--- config.mk ---
export PLATFORM = sky130hd
export DESIGN_NAME = da_hash_filter
export DESIGN_NICKNAME = d
export VERILOG_FILES = /design/src/rtl/da_hash_filter.sv
export SDC_FILE = /design/constraint.sdc
export NUM_CORES = 1
export LEC_CHECK = 0
export BUFFER_PORTS_ARGS = -buffer_cell sky130_fd_sc_hd__buf_2
export CAP_MARGIN = 25
export CORE_MARGIN = 2
export CORE_UTILIZATION = 60
export DETAILED_ROUTE_END_ITERATION = 16
export GPL_ROUTABILITY_DRIVEN = 0
export GPL_TIMING_DRIVEN = 1
export PLACE_DENSITY_LB_ADDON = 0.3
export SETUP_SLACK_MARGIN = 0.4
export SYNTH_ARGS = -nofsm -noshare
export SYNTH_HDL_FRONTEND = slang
export SYNTH_SLANG_ARGS = --single-unit
--- constraint.sdc ---
create_clock -name clk -period 4.9 [get_ports clk]
set_input_delay 0 -clock clk [delete_from_list [all_inputs] [get_ports clk]]
set_output_delay 0 -clock clk [all_outputs]
set_load 0.03 [all_outputs]
--- src/rtl/da_hash_filter.sv ---
module da_hash_filter #(
  parameter int DA_W   = 48,
  parameter int IDX_W  = 6,
  parameter int WORD_W = 32,
  parameter int SEL_W  = 3
) (
  input  logic              clk,
  input  logic              rst_n,
  input  logic              wr_en,
  input  logic [SEL_W-1:0]  wr_sel,
  input  logic [WORD_W-1:0] wr_data,
  input  logic              da_valid,
  input  logic [DA_W-1:0]   da,
  output logic              accept,
  output logic [2:0]        reason
);
  localparam int TBL_W = 1 << IDX_W;
  localparam int HI_W  = DA_W - WORD_W;

  localparam logic [2:0] RSN_NONE = 3'd0;
  localparam logic [2:0] RSN_STN  = 3'd1;
  localparam logic [2:0] RSN_BC   = 3'd2;
  localparam logic [2:0] RSN_MC   = 3'd3;
  localparam logic [2:0] RSN_UC   = 3'd4;
  localparam logic [2:0] RSN_ALL  = 3'd5;

  logic [WORD_W-1:0] stn_lo;
  logic [HI_W-1:0]   stn_hi;
  logic [TBL_W-1:0]  tbl;
  logic              copy_all, no_bc, uc_en, mc_en;

  always_ff @(posedge clk) begin
    if (!rst_n) begin
      stn_lo   <= '0;
      stn_hi   <= '0;
      tbl      <= '0;
      copy_all <= 1'b0;
      no_bc    <= 1'b0;
      uc_en    <= 1'b0;
      mc_en    <= 1'b0;
    end else if (wr_en) begin
      case (wr_sel)
        3'd0: stn_lo <= wr_data;
        3'd1: stn_hi <= wr_data[HI_W-1:0];
        3'd2: tbl[WORD_W-1:0] <= wr_data;
        3'd3: tbl[2*WORD_W-1:WORD_W] <= wr_data;
        3'd4: {mc_en, uc_en, no_bc, copy_all} <= wr_data[3:0];
        default: ;
      endcase
    end
  end

  logic [IDX_W-1:0] idx;
  always_comb begin
    idx = '0;
    for (int j = 0; j < IDX_W; j++)
      for (int k = j; k < DA_W; k += IDX_W)
        idx[j] = idx[j] ^ da[k];
  end

  wire tbl_hit = tbl[idx];
  wire is_bc   = &da;
  wire stn_hit = (da == {stn_hi, stn_lo});
  wire mc_hit  = mc_en & da[0] & tbl_hit;
  wire uc_hit  = uc_en & ~da[0] & tbl_hit;

  logic [2:0] nxt;
  always_comb begin
    if (is_bc)        nxt = !no_bc ? RSN_BC : (copy_all ? RSN_ALL : RSN_NONE);
    else if (stn_hit) nxt = RSN_STN;
    else if (mc_hit)  nxt = RSN_MC;
    else if (uc_hit)  nxt = RSN_UC;
    else if (copy_all) nxt = RSN_ALL;
    else              nxt = RSN_NONE;
  end

  always_ff @(posedge clk) begin
    if (!rst_n) begin
      accept <= 1'b0;
      reason <= RSN_NONE;
    end else begin
      accept <= da_valid && (nxt != RSN_NONE);
      reason <= da_valid ? nxt : RSN_NONE;
    end
  end


  p_pulse_after_strobe_r2: assert property (@(posedge clk) disable iff (!rst_n)
    accept |-> $past(da_valid));
  p_quiet_reason_r2: assert property (@(posedge clk) disable iff (!rst_n)
    !accept |-> reason == RSN_NONE);

  p_copy_all_accepts_r9: assert property (@(posedge clk) disable iff (!rst_n)
    ($past(da_valid) && $past(copy_all)) |-> accept);

  p_no_bcast_blocks_r8: assert property (@(posedge clk) disable iff (!rst_n)
    $past(da_valid && is_bc && no_bc && !copy_all) |-> !accept);

  p_mc_needs_group_r4: assert property (@(posedge clk) disable iff (!rst_n)
    (reason == RSN_MC) |-> $past(da[0] && mc_en));

  p_uc_needs_individual_r5: assert property (@(posedge clk) disable iff (!rst_n)
    (reason == RSN_UC) |-> $past(!da[0] && uc_en));
endmodule

==> results of run 1 <==
[flip-flops by register name, indices dropped and copies added (netlist names)]
signal and cells:
mc_en 1, tbl 64, uc_en 1, copy_all 1
no_bc 1, reason 3, stn_hi 16, stn_lo 32
accept 1
[power by group through the flow]
stage	logic (uW)	clock network (uW)	registers (uW)
CTS	515	1250	1010
global placement	473	0	1030
finish	527	1250	1010
global route	561	1310	1010
floorplan	342	0	1030
detailed placement	490	0	1030
[metal layers]
metal,part of all wire (%),up-vias,GRT usage (%)
met3,8.7,56,9.794
met2,49,292,56.45
met4,2.8,0,13.71
li1,-,2639,-
met1,40,2701,41.24
met5,0,-,0
[layout by cell type, fill, tap and decap left out, drive strengths merged, types with 2 or more instances in the layout]
master / synthesis / routed
nand2: 232 / 232
dfxtp: 120 / 120
a21boi: 112 / 112
buf: 3 / 98
xnor2: 88 / 88
dlygate4sd3: 0 / 33
nand4: 24 / 24
mux2i: 21 / 21
clkbuf: 38 / 17
inv: 2 / 11
nor2b: 8 / 8
nor4: 7 / 7
mux2: 7 / 7
nand3: 6 / 6
mux4: 6 / 6
nor2: 6 / 6
xor2: 4 / 4
and2: 4 / 4
clkinv: 0 / 3
a211oi: 3 / 3
and3: 2 / 2
o211ai: 2 / 2
o22ai: 2 / 2
o32ai: 2 / 2
a221o: 2 / 2
a21oi: 2 / 2
bufinv: 0 / 2
or2: 2 / 2
[layout make-up]
class,instances,area (sq um)
multi-input combinational,556,3571
tap,133,166.4
inverter,2,7.507
clock buffer,17,414.1
sequential,120,2402
clock inverter,15,180.2
timing repair buffer,131,888.4
fill,650,2235
[stage by stage]
stage | hold WS [ns] | utilization [%] | instances | area (sq um) | worst slack, ns
final | 0.02937 | 77.35 | 974 | 7630 | 2.084
after global routing | 0.04261 | 77.35 | 974 | 7630 | 1.851
after CTS | 0.06717 | 77.07 | 973 | 7602 | 2.159
after detailed placement | 0.3008 | 67.69 | 908 | 6678 | 1.635
after global placement | 0.2920 | 67.26 | 906 | 6635 | 1.803
after floorplan | 0.1449 | - | 719 | 6130 | 2.310
[worst max-delay path by stage]
| stage | start | endpoint | depth (start not counted) |
|---|---|---|---|
| 2_1_floorplan | da[12] | accept | 10 |
| 3_3_place_gp | da[36] | accept | 12 |
| 3_5_place_dp | da[37] | accept | 11 |
| 4_1_cts | da[37] | accept | 11 |
| 5_1_grt | da[25] | accept | 11 |
| 6_report | da[37] | accept | 11 |
[cell families (layout without fill, tap and decap cells)]
family | Yosys count | in the layout | share of synthesized area, %
buf+inv | 43 | 165 | 2.776
xor+xnor | 92 | 92 | 13.88
simple gates | 294 | 294 | 20.23
mux | 34 | 34 | 6.920
compound gates | 136 | 136 | 17.00
flops | 120 | 120 | 39.19
[timing repair]
action | CTS | global route
buffers inserted | 0 | 0
hold endpoints to repair | 120 | 0
hold buffers | 33 | 0
==> flow_summary.yaml, run 1 <==
floorplanning:
  core_sq_mm: 0.009864
  dieArea_sq_mm: 0.01104
  die_height_microns: 105.1
  die_w_microns: 105.1
  num_rows: 36
  initial_utilization_pct: 62.14
  ios: 91
critical_path:
  r2r-start: "tbl[44]"
  crit_arrival_ns: 3.24
  reg2reg_slack_ns: 2.42
  rr_worst_depth: 7
  cp.required_ns: 5.33
  start_kind: "input port"
  end_kind: "register"
  crit_chain: "buf_2 > xor2_1 > xnor2_1 > xnor2_2 > mux4_2 > nor2b_1 > a2111oi_0 > nor4_1 > o311ai_2 > a211oi_2 > o32ai_1"
  cp_top_family: "compound AO/OA/AOI/OAI gates"
  critPathBufInv: 1
  cpMaxStageDelayCell: "xnor2_2"
  regToRegEndpoint: "accept"
  crit_path_max_fanout: 16
  cp_slowest_stage_delay_ns: 0.76
  worstSetupPathType: "in2reg"
power:
  p_sw_share_pct: 29.08
  p_comb_share_pct: 18.9
  p_leak_uw: 0.002695
  peakVddDrop_mv: 0.2918
  p_per_area_mw_per_mm2: 365.3
  switchingPower_uw: 810.6
  pwr-share-seq_pct: 36.3
  clockPowerShare_pct: 44.8
  finalPower_uw: 2788
  intPower_uw: 1977
logic_synthesis:
  netlist_area_sq_mm: 0.006130
  yosysTopAreaCell: "dfxtp_1"
  synth_area_leaders: "dfxtp_1, nand2_1, a21boi_0"
  syn_inst: 719
  synth_nets: 806
  ys_seq_elements: 120
  synthFlopType: "dfxtp_1"
  synth_edf_count: 0
  synth.distinct_cells: 44
  synthTopCellsByCount: "nand2_1, dfxtp_1, a21boi_0"
  yosysTopAreaCellShare_pct: 39.19
  synth_most_common_cell: "nand2_1"
  postSynth.asyncResetShare_pct: 0
  yosysWarningCount: 0
  avgSynthCellArea_sq_um: 8.525
  ys_seq_area_share_pct: 39.19
placement:
  place.port_buffers: 90
  dp_hpwl_microns: 12830
clock_tree:
  clk_path_buf_depth: 2
  tritoncts: "yes"
  numCtsBuffers: 17
  clock-sinks: 120
  root_buffer: "clkbuf_8"
  cts_resized: 0
  h-tree-depth: 4
  clock_latency_ns: 0.53
  clkSlewWorstSetupHoldPaths_ns: 0.06
sta:
  maxSlewViolCount: 0
  hold_viol_final: 0
  fmax_mhz: 355.2
  rsz0062_at_grt: "false"
  relSlewSlack_pct: 37.06
  fin_crit_ns: 2.816
  finalCritPeriodShare_pct: 57.46
  finalClockSkew_ns: 0.006473
  tightest_slew_ns: 0.9394
  setup_viol: 0
  tns_ns: 0
cells_and_area:
  nets: 915
  area_growth_pct: 24.47
  drive_gt1_share_pct: 17.84
  diodes: 0
status:
  status: "complete, no violations"
drt:
  wl_microns: 18230
  vias_per_cell: 5.840
  first_iter_violations: 501
  wire_per_inst_microns: 18.72
  ant_nets: 0
  dr.pass1.iters: 5
  drc_errors: 0
  vias: 5688
grt:
  grt_overflow: 0
  grt_pass1_wl_microns: 28940
  track_usage_pct: 33.95
  antenna_found_initial: 0
  grt_max_degree: 81
  grt_pass1_vias: 5624
min_path:
  hold_start: "rst_n"
  worstHoldPathType: "in2reg"
  hold_end: "tbl[14]"
  worstHoldPathCells: 2
run:
  max-cap-violations: 0
No activity file was read; power rests on OpenSTA's default activity.
==> inputs of run 2 (changes only) <==
CORE_UTILIZATION = 57   (was 60)
clock period = 2.86 ns   (was 4.9 ns; I/O delays follow)
==> flow_summary.yaml, run 2 (synthesized netlist as in run 1, its figures left out) <==
status:
  status: "complete, no violations"
clock_tree:
  clkSlewWorstSetupHoldPaths_ns: 0.06
  root_buffer: "clkbuf_8"
  clk_path_buf_depth: 2
  tritoncts: "yes"
  h-tree-depth: 4
  clock-sinks: 120
  clock_latency_ns: 0.53
  numCtsBuffers: 17
placement:
  pre_cts_ws_ns: -0.1170
  dp_hpwl_microns: 12930
  place.port_buffers: 90
cells_and_area:
  nets: 924
  diodes: 0
  nFillCells: 727
  reg_top3: "tbl: 64 flops, stn_lo: 32 flops, stn_hi: 16 flops"
  fin_util_pct: 74.99
  layout_commonest_cell: "nand2_1"
  largest_register_ffs: 64
  drive_gt1_share_pct: 19.65
  area_growth_pct: 26.86
  final_cell_mix: "nand2_1, dfxtp_1, a21boi_0"
  top_register: "tbl"
critical_path:
  cpMaxStageDelayCell: "mux4_2"
  start_kind: "input port"
  crit_chain: "buf_2 > xor2_1 > xnor2_2 > xnor2_4 > mux4_2 > mux2_2 > o32ai_2 > nor4_1 > o311ai_2 > a211oi_2 > o32ai_1"
  critPathBufInv: 1
  crit_arrival_ns: 2.76
  crit_path_max_fanout: 4
  reg2reg_slack_ns: 0.53
  cp_top_family: "compound AO/OA/AOI/OAI gates"
  cp.required_ns: 3.28
  cp_slowest_stage_delay_ns: 0.53
  end_kind: "register"
  worstSetupPathType: "in2reg"
sta:
  rsz0062_at_grt: "false"
  tightest_slew_ns: 0.8502
  setup_ws_ns: 0.5169
  finalCritPeriodShare_pct: 81.93
  relSlewSlack_pct: 43.32
  setup_viol: 0
  fmax_mhz: 426.8
  hold_viol_final: 0
  maxSlewViolCount: 0
  finalClockSkew_ns: 0.01300
  hold_slack_ns: 0.07476
  fin_crit_ns: 2.343
  tns_ns: 0
drt:
  ant_nets: 0
  wire_per_inst_microns: 18.62
  first_iter_violations: 494
  dr.pass1.iters: 5
  vias: 5750
  vias_per_cell: 5.832
  wl_microns: 18360
  drc_errors: 0
floorplanning:
  die_w_microns: 107.7
  ios: 91
  num_rows: 37
  die_height_microns: 107.7
  core_sq_mm: 0.01037
  dieArea_sq_mm: 0.01160
  initial_utilization_pct: 59.11
run:
  max-cap-violations: 0
power:
  peakVddDrop_mv: 0.5726
  finalPower_uw: 4937
  p_leak_uw: 0.002779
  p_per_area_mw_per_mm2: 634.9
grt:
  grt_overflow: 0
  grt_pass1_vias: 5583
  track_usage_pct: 32.65
  grt_max_degree: 62
  antenna_found_initial: 0
  grt_pass1_wl_microns: 28790
min_path:
  worstHoldPathType: "in2reg"
## run 2: area by class of cell
| type | count | area [sq um] | share of cell area, % |
|---|---|---|---|
| Clock buffer | 18 | 417.9 | 5.374 |
| Clock inverter | 14 | 183.9 | 2.365 |
| Inverter | 2 | 7.507 | 0.09654 |
| Multi-Input combinational cell | 556 | 3637 | 46.77 |
| Sequential cell | 120 | 2402 | 30.89 |
| Tap cell | 136 | 170.2 | 2.188 |
| Timing Repair Buffer | 140 | 957.2 | 12.31 |
## run 2: where the power goes
part           switching, uW  internal (uW)
Combinational            531            490
Sequential              24.9           1710
Clock                    835           1350
## run 2: final timing paths
kind              startpoint  cells past startpoint  endpoint
setup / recovery      da[36]                     11    accept
hold / removal     wr_sel[2]                      4     uc_en
setup reg to reg     tbl[44]                      7    accept
hold reg to reg      tbl[59]                      2   tbl[59]
## run 2: per-layer routing
layer  GRT usage [%]  routed length, microns  up-vias
li1                -                       -     2673
met5               0                       0        -
met4           10.62                     380        0
met2           55.57                    9106      263
met3           7.748                    1486       36
met1           40.69                    7391     2778
## run 2: through the flow
stage,area [sq um],std cells
final,7776,986
after global placement,6784,919
after global routing,7776,986
after floorplan,6175,719
after CTS,7744,985
after detailed placement,6812,920
## run 2: worst reg2reg max path, stage by stage, from the launching register on
cell	delay (ns)
dfxtp_1	0.32
mux4_2	0.45
nor2b_1	0.16
a2111oi_2	0.35
nor4_1	0.14
o311ai_2	0.37
a211oi_2	0.13
o32ai_1	0.30
## run 2: timing repair
item	in CTS	in global routing
setup endpoints to repair	0	4
gates resized for setup	0	5
hold buffers	33	0
buffers inserted	0	1
endpoints found under the hold margin	120	0
